## src/rtl/ecc_pkg.sv

```systemverilog
package ecc_pkg;

  localparam int DATA_W = 32;
  localparam int CHK_W  = 6;
  localparam int CW_W   = DATA_W + CHK_W;
  localparam int LANES  = DATA_W / 8;

  typedef enum logic {
    ST_IDLE = 1'b0,
    ST_WAIT = 1'b1
  } rmw_state_e;

  // Hamming position (1-based) of data bit idx: skips powers of two.
  function automatic logic [CHK_W-1:0] data_pos(int idx);
    int d;
    logic [CHK_W-1:0] r;
    d = 0;
    r = '0;
    for (int p = 1; p <= CW_W; p++) begin
      if ((p & (p - 1)) != 0) begin
        if (d == idx) r = CHK_W'(p);
        d++;
      end
    end
    return r;
  endfunction

  // Data bits covered by check bit k.
  function automatic logic [DATA_W-1:0] chk_mask(int k);
    logic [DATA_W-1:0] m;
    logic [CHK_W-1:0]  p;
    m = '0;
    for (int i = 0; i < DATA_W; i++) begin
      p    = data_pos(i);
      m[i] = p[k];
    end
    return m;
  endfunction

endpackage

```

## src/rtl/ecc_enc.sv

```systemverilog
module ecc_enc
  import ecc_pkg::*;
(
  input  logic [DATA_W-1:0] data_i,
  output logic [CHK_W-1:0]  chk_o
);

  for (genvar k = 0; k < CHK_W; k++) begin : g_chk
    localparam logic [DATA_W-1:0] COVER = chk_mask(k);
    assign chk_o[k] = ^(data_i & COVER);
  end

endmodule

```

## src/rtl/ecc_dec.sv

```systemverilog
module ecc_dec
  import ecc_pkg::*;
(
  input  logic [CW_W-1:0]   cw_i,
  output logic [DATA_W-1:0] data_o,
  output logic              fixed_o
);

  logic [CHK_W-1:0]  recalc;
  logic [CHK_W-1:0]  syndrome;
  logic [DATA_W-1:0] flip;

  ecc_enc u_recalc (
    .data_i (cw_i[DATA_W-1:0]),
    .chk_o  (recalc)
  );

  assign syndrome = recalc ^ cw_i[CW_W-1:DATA_W];

  for (genvar i = 0; i < DATA_W; i++) begin : g_flip
    localparam logic [CHK_W-1:0] POS = data_pos(i);
    assign flip[i] = (syndrome == POS);
  end

  assign data_o  = cw_i[DATA_W-1:0] ^ flip;
  assign fixed_o = |syndrome;

endmodule

```

## src/rtl/ecc_rmw_ctrl.sv

```systemverilog
module ecc_rmw_ctrl
  import ecc_pkg::*;
#(
  parameter int WADDR_W = 6,
  parameter int RD_LAT  = 2
) (
  input  logic               clk,
  input  logic               rst_n,
  input  logic               req_valid,
  input  logic               req_we,
  input  logic [LANES-1:0]   req_be,
  input  logic [WADDR_W-1:0] req_waddr,
  input  logic [DATA_W-1:0]  req_wdata,
  output logic               req_ready,
  output logic               mem_re,
  output logic               mem_we,
  output logic [WADDR_W-1:0] mem_addr,
  output logic               sel_merge,
  output logic               rsp_valid,
  output logic [LANES-1:0]   hold_be,
  output logic [DATA_W-1:0]  hold_wdata
);

  localparam int CNT_W = (RD_LAT > 1) ? $clog2(RD_LAT) : 1;
  localparam logic [CNT_W-1:0] CNT_LAST = CNT_W'(RD_LAT - 1);

  rmw_state_e         st_q, st_d;
  logic [CNT_W-1:0]   cnt_q, cnt_d;
  logic               rmw_q, rmw_d;
  logic               cap_en;
  logic [WADDR_W-1:0] addr_q;
  logic               full_word;
  logic               last_beat;

  assign full_word = &req_be;
  assign last_beat = (st_q == ST_WAIT) && (cnt_q == CNT_LAST);
  assign req_ready = (st_q == ST_IDLE);

  always_comb begin
    st_d      = st_q;
    cnt_d     = cnt_q;
    rmw_d     = rmw_q;
    cap_en    = 1'b0;
    mem_re    = 1'b0;
    mem_we    = 1'b0;
    mem_addr  = addr_q;
    sel_merge = 1'b0;
    rsp_valid = 1'b0;
    unique case (st_q)
      ST_IDLE: begin
        mem_addr = req_waddr;
        if (req_valid) begin
          if (req_we && full_word) begin
            mem_we = 1'b1;
          end else begin
            mem_re = 1'b1;
            cap_en = 1'b1;
            rmw_d  = req_we;
            cnt_d  = '0;
            st_d   = ST_WAIT;
          end
        end
      end
      ST_WAIT: begin
        if (last_beat) begin
          st_d = ST_IDLE;
          if (rmw_q) begin
            mem_we    = 1'b1;
            sel_merge = 1'b1;
          end else begin
            rsp_valid = 1'b1;
          end
        end else begin
          cnt_d = cnt_q + 1'b1;
        end
      end
      default: st_d = ST_IDLE;
    endcase
  end

  always_ff @(posedge clk or negedge rst_n) begin
    if (!rst_n) begin
      st_q  <= ST_IDLE;
      cnt_q <= '0;
      rmw_q <= 1'b0;
    end else begin
      st_q  <= st_d;
      cnt_q <= cnt_d;
      rmw_q <= rmw_d;
    end
  end

  always_ff @(posedge clk) begin
    if (cap_en) begin
      addr_q     <= req_waddr;
      hold_be    <= req_be;
      hold_wdata <= req_wdata;
    end
  end


  stall_after_accept_chk: assert property (@(posedge clk) disable iff (!rst_n)
    (req_valid && req_ready && !(req_we && (&req_be))) |=> !req_ready);


  full_write_direct_chk: assert property (@(posedge clk) disable iff (!rst_n)
    (req_valid && req_ready && req_we && (&req_be)) |-> (mem_we && !mem_re));


  full_write_no_stall_chk: assert property (@(posedge clk) disable iff (!rst_n)
    (req_valid && req_ready && req_we && (&req_be)) |=> req_ready);


  strobe_excl_chk: assert property (@(posedge clk) disable iff (!rst_n)
    !(mem_we && mem_re));


  rsp_in_wait_chk: assert property (@(posedge clk) disable iff (!rst_n)
    rsp_valid |-> (!req_ready && !mem_we));

endmodule

```

## src/rtl/word_ecc_rmw.sv

```systemverilog
module word_ecc_rmw
  import ecc_pkg::*;
#(
  parameter int ADDR_W = 8,
  parameter int RD_LAT = 2
) (
  input  logic                clk,
  input  logic                rst_n,
  input  logic                req_valid,
  output logic                req_ready,
  input  logic                req_we,
  input  logic [ADDR_W-1:0]   req_addr,
  input  logic [LANES-1:0]    req_be,
  input  logic [DATA_W-1:0]   req_wdata,
  output logic                rsp_valid,
  output logic [DATA_W-1:0]   rsp_rdata,
  output logic                rsp_corrected,
  output logic                mem_re,
  output logic                mem_we,
  output logic [ADDR_W-3:0]   mem_addr,
  output logic [CW_W-1:0]     mem_wdata,
  input  logic [CW_W-1:0]     mem_rdata
);

  localparam int WADDR_W = ADDR_W - 2;

  logic [WADDR_W-1:0] req_waddr;
  logic [1:0]         unused_byte_off;
  logic               sel_merge;
  logic [LANES-1:0]   hold_be;
  logic [DATA_W-1:0]  hold_wdata;
  logic [DATA_W-1:0]  old_data;
  logic               old_fixed;
  logic [DATA_W-1:0]  merged;
  logic [DATA_W-1:0]  wr_data;
  logic [CHK_W-1:0]   wr_chk;

  assign req_waddr       = req_addr[ADDR_W-1:2];
  assign unused_byte_off = req_addr[1:0];

  ecc_rmw_ctrl #(
    .WADDR_W (WADDR_W),
    .RD_LAT  (RD_LAT)
  ) u_ctrl (
    .clk        (clk),
    .rst_n      (rst_n),
    .req_valid  (req_valid),
    .req_we     (req_we),
    .req_be     (req_be),
    .req_waddr  (req_waddr),
    .req_wdata  (req_wdata),
    .req_ready  (req_ready),
    .mem_re     (mem_re),
    .mem_we     (mem_we),
    .mem_addr   (mem_addr),
    .sel_merge  (sel_merge),
    .rsp_valid  (rsp_valid),
    .hold_be    (hold_be),
    .hold_wdata (hold_wdata)
  );

  ecc_dec u_dec (
    .cw_i    (mem_rdata),
    .data_o  (old_data),
    .fixed_o (old_fixed)
  );

  for (genvar j = 0; j < LANES; j++) begin : g_lane
    assign merged[8*j +: 8] = hold_be[j] ? hold_wdata[8*j +: 8] : old_data[8*j +: 8];
  end

  assign wr_data = sel_merge ? merged : req_wdata;

  ecc_enc u_enc (
    .data_i (wr_data),
    .chk_o  (wr_chk)
  );

  assign mem_wdata     = {wr_chk, wr_data};
  assign rsp_rdata     = old_data;
  assign rsp_corrected = rsp_valid & old_fixed;


  single_flip_chk: assert property (@(posedge clk) disable iff (!rst_n)
    rsp_valid |-> ($countones(rsp_rdata ^ mem_rdata[DATA_W-1:0]) <= 1));


  clean_untouched_chk: assert property (@(posedge clk) disable iff (!rst_n)
    (rsp_valid && !rsp_corrected) |-> (rsp_rdata == mem_rdata[DATA_W-1:0]));

endmodule

```

## config.mk

```make
export PLATFORM = sky130hd
export DESIGN_NAME = word_ecc_rmw
export DESIGN_NICKNAME = d
export VERILOG_FILES = /design/src/rtl/ecc_pkg.sv /design/src/rtl/ecc_enc.sv /design/src/rtl/ecc_dec.sv /design/src/rtl/ecc_rmw_ctrl.sv /design/src/rtl/word_ecc_rmw.sv
export SDC_FILE = /design/constraint.sdc
export NUM_CORES = 1
export LEC_CHECK = 0
export BUFFER_PORTS_ARGS = -buffer_cell sky130_fd_sc_hd__buf_2
export CORE_MARGIN = 1.5
export CORE_UTILIZATION = 56
export CTS_BUF_LIST = sky130_fd_sc_hd__clkbuf_2
export DETAILED_ROUTE_END_ITERATION = 16
export PLACE_DENSITY = 0.9
export SLEW_MARGIN = 0
export SYNTH_ARGS = -nofsm -noshare
export SYNTH_HDL_FRONTEND = slang
export SYNTH_SLANG_ARGS = --single-unit
export TNS_END_PERCENT = 5
```

## constraint.sdc

```tcl
create_clock -name clk -period 6.8 [get_ports clk]
set_input_delay 0.68 -clock clk [delete_from_list [all_inputs] [get_ports clk]]
set_output_delay 0.68 -clock clk [all_outputs]
set_load 0.03 [all_outputs]
```

# [Word-level counts from Yosys, hierarchy flattened]
# Index checks and enable logic that the tools add are counted.
[totals] reg_bits=45 input_bits=86 out_inout_bits=81 wordCells=89
[classes] add_sub_neg=1 eq_ne=35 n_mux=24 bitwise_logic=5 n_reduce_logical=18
[ops] cell="$reduce_xor A32 Y1" count=12
[ops] cell="$eq A6 B5 Y1 const B" count=15
[ops] cell="$eq A6 B4 Y1 const B" count=7
[ops] cell="$eq A6 B6 Y1 const B" count=6
[ops] cell="$mux W32" count=1
[ops] cell="$mux W8" count=4
[ops] cell="$xor A32 B32 Y32" count=1
[ops] cell="$eq A6 B3 Y1 const B" count=3
[ops] cell="$mux W1" count=15
[ops] cell="$eq A6 B2 Y1 const B" count=1
[ops] cell="$mux W6" count=1
[ops] cell="$ne A2 B2 Y1 const B" count=3
[ops] cell="$pmux W1 S2" count=3
[ops] cell="$reduce_and A3 Y1" count=2
[ops] cell="$reduce_or A6 Y1" count=1
[ops] cell="$xor A6 B6 Y6" count=1
[ops] cell="$reduce_and A4 Y1" count=1
[ops] cell="$logic_and A1 B1 Y1" count=2
[ops] cell="$not A1 Y1" count=2
[ops] cell="$add A1 B1 Y1 const B" count=1
[ops] cell="$and A1 B1 Y1" count=1

# [Longest topological paths before layout]
[depth] word_depth=7 mapped_depth=14 ltp_nobuf=12

# [Cells and area by module]
# A second synthesis with hierarchy kept.
[hier_totals] cells_unflattened=366 area_unflattened_um2=4015.1
[modules_own_cells] module="ecc_rmw_ctrl" instances=1 cells_per_inst=66 area_each_um2=1507.7 seq_area_each_um2=1336.3
[modules_own_cells] module="ecc_enc" instances=2 cells_per_inst=52 area_each_um2=554.3 seq_area_each_um2=0.0
[modules_own_cells] module="word_ecc_rmw" instances=1 cells_per_inst=108 area_each_um2=768.2 seq_area_each_um2=0.0
[modules_own_cells] module="ecc_dec" instances=1 cells_per_inst=88 area_each_um2=630.6 seq_area_each_um2=0.0

# [Least setup slack after synthesis]
# No wires, ideal clock.
[synth_path] path_type="in2out" startpoint="input mem_rdata[17]" endpoint="output mem_wdata[36]" t_arrival_ns=5.072 required_time_ns=6.120 setup_slack_ns=1.048 stages=11 n_path_buf=0 cell_sequence="xnor3_2 -> xnor3_2 -> xor3_2 -> nor4_4 -> nand3_1 -> xnor2_1 -> mux2i_1 -> o21ai_0 -> xor2_1 -> xnor3_1 -> xnor2_1"
[synth_between] elab_chain_cells=7 elab_cells_between_ends=26 cone_classes="eq/ne (15); mux (4); bitwise (2); reduce/logical (5)"
[synth_rtl] item="from (decl)" line="word_ecc_rmw.sv:22" rtl="input logic [CW_W-1:0] mem_rdata"
[synth_rtl] item="$reduce_xor A32 Y1" line="ecc_enc.sv:10" rtl="assign chk_o[k] = ^(data_i & COVER);"
[synth_rtl] item="$xor A6 B6 Y6 *" line="ecc_dec.sv:18" rtl="assign syndrome = recalc ^ cw_i[CW_W-1:DATA_W];"
[synth_rtl] item="$eq A6 B5 Y1 *" line="ecc_dec.sv:22" rtl="assign flip[i] = (syndrome == POS);"
[synth_rtl] item="$xor A32 B32 Y32 *" line="ecc_dec.sv:25" rtl="assign data_o = cw_i[DATA_W-1:0] ^ flip;"
[synth_rtl] item="via rsp_rdata[18]" line="word_ecc_rmw.sv:16" rtl="output logic [DATA_W-1:0] rsp_rdata,"
[synth_rtl] item="$mux W8 *" line="word_ecc_rmw.sv:69" rtl="assign merged[8*j +: 8] = hold_be[j] ? hold_wdata[8*j +: 8] : old_data[8*j +: 8];"
[synth_rtl] item="$mux W32 *" line="word_ecc_rmw.sv:72" rtl="assign wr_data = sel_merge ? merged : req_wdata;"
[synth_rtl] item="via mem_wdata[18]" line="word_ecc_rmw.sv:21" rtl="output logic [CW_W-1:0] mem_wdata,"
[synth_rtl] item="$reduce_xor A32 Y1 *" line="ecc_enc.sv:10"
[synth_rtl] item="to (decl)" line="word_ecc_rmw.sv:21"
# The timed path passes the listed nets; every way through them passes the cells marked *.

# [Final worst setup path]
[layout_path] startpoint="input mem_rdata[10]" endpoint="output mem_wdata[32]"
[layout_between] elab_chain_cells=7 elab_cells_between_ends=30 cone_classes="eq/ne (18); mux (5); bitwise (2); reduce/logical (5)"
[layout_rtl] item="$reduce_xor A32 Y1" line="ecc_enc.sv:10"
[layout_rtl] item="$xor A6 B6 Y6" line="ecc_dec.sv:18"
[layout_rtl] item="$eq A6 B2 Y1, or another cell as far along" line="ecc_dec.sv:22"
[layout_rtl] item="$xor A32 B32 Y32 *" line="ecc_dec.sv:25"
[layout_rtl] item="$mux W8" line="word_ecc_rmw.sv:69"
[layout_rtl] item="$mux W32 *" line="word_ecc_rmw.sv:72"
[layout_rtl] item="$reduce_xor A32 Y1 *" line="ecc_enc.sv:10"
# Every way passes the cells marked *; elsewhere a longest branch is shown, timed or not.

==> impl_metrics.yaml <==
finish:
  antenna_cells: 0
  finalInstanceArea_um2: 5370
  seq_area_um2: 1336
  fill_cells: 601
  nets: 639
  areaGrowthSynthToFinish_pct: 22.49
  multi_input_area_um2: 2882
  layout-drive-gt1-share_pct: 40.43
floorplan:
  pin_count: 167
  die_h_um: 91.48
  coreArea_um2: 7647
  core.rowCount: 32
  start_util_pct: 57.33
  die_area_um2: 8369
  die_w_um: 91.48
timing:
  rsz0062_at_grt: "no"
  skew_ns: 0.01404
  fmax_ghz: 0.1735
  slew_violations: 0
  setup_tns_ns: 0
  finalCritPeriodShare_pct: 84.75
  relSlewSlack_pct: 30.31
  finalSetupViolCount: 0
  tightest_slew_ns: 1.044
  hold_ws_ns: 0.4195
  finalHoldViolCount: 0
  fin_crit_ns: 5.763
power:
  comb_power_share_pct: 81.9
  clock_power_share_pct: 4.9
  p_leak_nw: 2.547
  swShare_pct: 53.95
  seq_power_share_pct: 13.2
  intPower_mw: 1.432
  switchingPower_mw: 1.678
  p_per_area_nw_per_um2: 579.1
  irDropWorstVdd_uv: 429.2
logic_synthesis:
  synth_edf_count: 42
  yosysMostFrequentCell: "xnor2_1"
  synth_area_leaders: "edfxtp_1, xnor2_1, xnor3_1"
  yosysSeqAreaShare_pct: 30.48
  avgSynthCellArea_um2: 11.07
  synth_seq_cells: 45
  synth_top_area_cell: "edfxtp_1"
  ys_warn_count: 0
  synth_top_cell_area_share_pct: 28.77
  syn_nets: 482
  yosys-top-cells-count: "xnor2_1, edfxtp_1, nand2_1, xnor3_1, inv_1"
  synth_cells: 396
  netlist_area_um2: 4384
  synthFlopType: "edfxtp_1"
  async_flop_share_pct: 6.667
  synth.distinct_cells: 56
min_path:
  holdCritPathClass: "input pin to register"
global_routing:
  gr-total-overflow: 0
  antenna_found_initial: 1
  grt_max_degree: 52
  grt_usage_pct: 31.23
  grt_pass1_wl_mm: 19.82
  grt_pass1_vias: 3831
clock_network:
  htree_levels: 2
  clkLatencyLatePin_ns: 0.42
  cts.sinks: 45
  clk_root_buffer_cell: "clkbuf_2"
  clockBufferDepth: 2
  tritoncts: "yes"
  clkTransAtPathRegs_ns: 0.24
  cts_buffers: 5
  ctsResizeCount: 0
route:
  wl_mm: 12.84
  drc: 0
  drt_pass1_iterations: 5
  avgViaCountPerCell: 5.791
  vias: 3799
  dr.first_iter.drc_count: 225
  antenna_left: 0
  wl_per_cell_um: 19.57
placed_design:
  placed_area_um2: 5294
  hpwl_mm: 10.34
  port_buffers: 164
  gp_congestion: 0.9178
critical_path:
  crit_type: "input pin to output port"
  crit_path_start_kind: "input pin"
  required_ns: 6.12
  cp.arrival_ns: 5.08
  path_max_fanout: 12
  endpoint_kind: "output port"
  ff2ff_setup_slack_ns: 4.84
status:
  outcome: "complete, no violations"
job:
  drv_cap: 0
cell families (layout without fill, tap and decap cells):
kind of cell    after synthesis  in the layout  synth area share [%]
buf+inv                      42            200                 4.081
xor+xnor                    122            122                 36.44
mux                          21             21                 5.023
simple gates                108            108                 14.07
flops                        45             45                 30.48
compound gates               58             58                 9.904
final timing paths:
kind,from,end,cells after the start
worst max-delay path,mem_rdata[10],mem_wdata[32],13
worst min-delay path,req_wdata[0],u_ctrl.hold_wdata[0]$_DFFE_PP_,1
worst max register to register,u_ctrl.st_q$_DFF_PN0_,u_ctrl.rmw_q$_DFFE_PN0P_,5
worst min register to register,u_ctrl.cnt_q$_DFFE_PN0P_,u_ctrl.cnt_q$_DFFE_PN0P_,2
max in group asynchronous,rst_n,u_ctrl.st_q$_DFF_PN0_,2
min in group asynchronous,rst_n,u_ctrl.rmw_q$_DFFE_PN0P_,2
cells in the final DEF (no fill, tap or decap), types with 2 or more instances in the layout:
cell type,instances
xor2_1,16
xnor2_2,5
o31a_1,9
and4_2,2
o31ai_1,2
xnor3_2,5
inv_1,19
a21oi_1,5
mux2_2,8
clkbuf_2,5
o311a_1,2
edfxtp_1,42
o21ai_2,3
or2_2,9
o21a_1,2
xnor2_1,66
nand4b_1,3
xor3_1,2
and3_1,3
nor4_1,11
nand2b_1,10
buf_4,7
buf_2,164
nand3_2,2
nand2_1,27
o21ai_1,8
o311ai_1,3
nand4_1,7
o21ai_0,9
nor2_1,13
nor3_1,6
a2bb2oi_1,3
xnor3_1,25
mux2i_1,13
dfrtp_1,3
a31oi_1,3
nand3_1,8
state kept, by name, summed over array words and instances (netlist names):
name	cells
u_ctrl.hold_wdata	32
u_ctrl.addr_q	6
u_ctrl.hold_be	4
u_ctrl.cnt_q	1
u_ctrl.rmw_q	1
u_ctrl.st_q	1
area by class of cell:
class,instances,area share [%]
tap,102,2.377
inverter,20,1.398
sequential,45,24.88
timing repair buffer,172,16.45
clock buffer,5,0.4660
multi-input combinational,309,53.66
clock inverter,3,0.7689
power groups by stage:
stage | Sequential [mW] | Clock [mW] | Combinational [mW]
floorplan | 0.392 | 0 | 1.99
global placement | 0.413 | 0 | 2.47
detailed placement | 0.417 | 0 | 2.54
CTS | 0.410 | 0.152 | 2.54
global route | 0.417 | 0.161 | 2.70
finish | 0.411 | 0.152 | 2.55
stage by stage:
step / total power, mW / setup slack [ns] / util, % / cells
global route: 3.274 / 0.8805 / 70.22 / 656
finish: 3.110 / 1.037 / 70.22 / 656
detailed placement: 2.954 / 1.145 / 69.22 / 647
CTS: 3.105 / 1.113 / 70.09 / 655
floorplan: 2.382 / 1.048 / - / 396
global placement: 2.880 / 1.396 / 69.22 / 647
critical path: stages:
cell and delay, ns:
buf_2 0.14, xnor2_1 0.34, xnor3_1 0.50, xnor3_1 0.62
nor2_1 0.50, nand4_1 0.21, xnor2_1 0.21, nor2_1 0.11
a2bb2oi_1 0.36, xor3_1 0.44, xnor3_1 0.42, xnor3_1 0.36
buf_2 0.19
per-layer routing:
layer / vias to the layer above / global-route usage [%] / wire, µm / part of all wire (%)
met4: 2 / 11.07 / 423 / 3.3
met3: 30 / 6.700 / 1049 / 8.2
li1: 1740 / - / - / -
met5: - / 0 / 14 / 0.11
met2: 205 / 53.30 / 6243 / 49
met1: 1822 / 38.97 / 5109 / 40
what timing repair did:
action / CTS / global route
buffers inserted: 0 / 0
hold buffers: 0 / 1
hold endpoints to repair: 0 / 3
(Power assumes the default switching activity.)
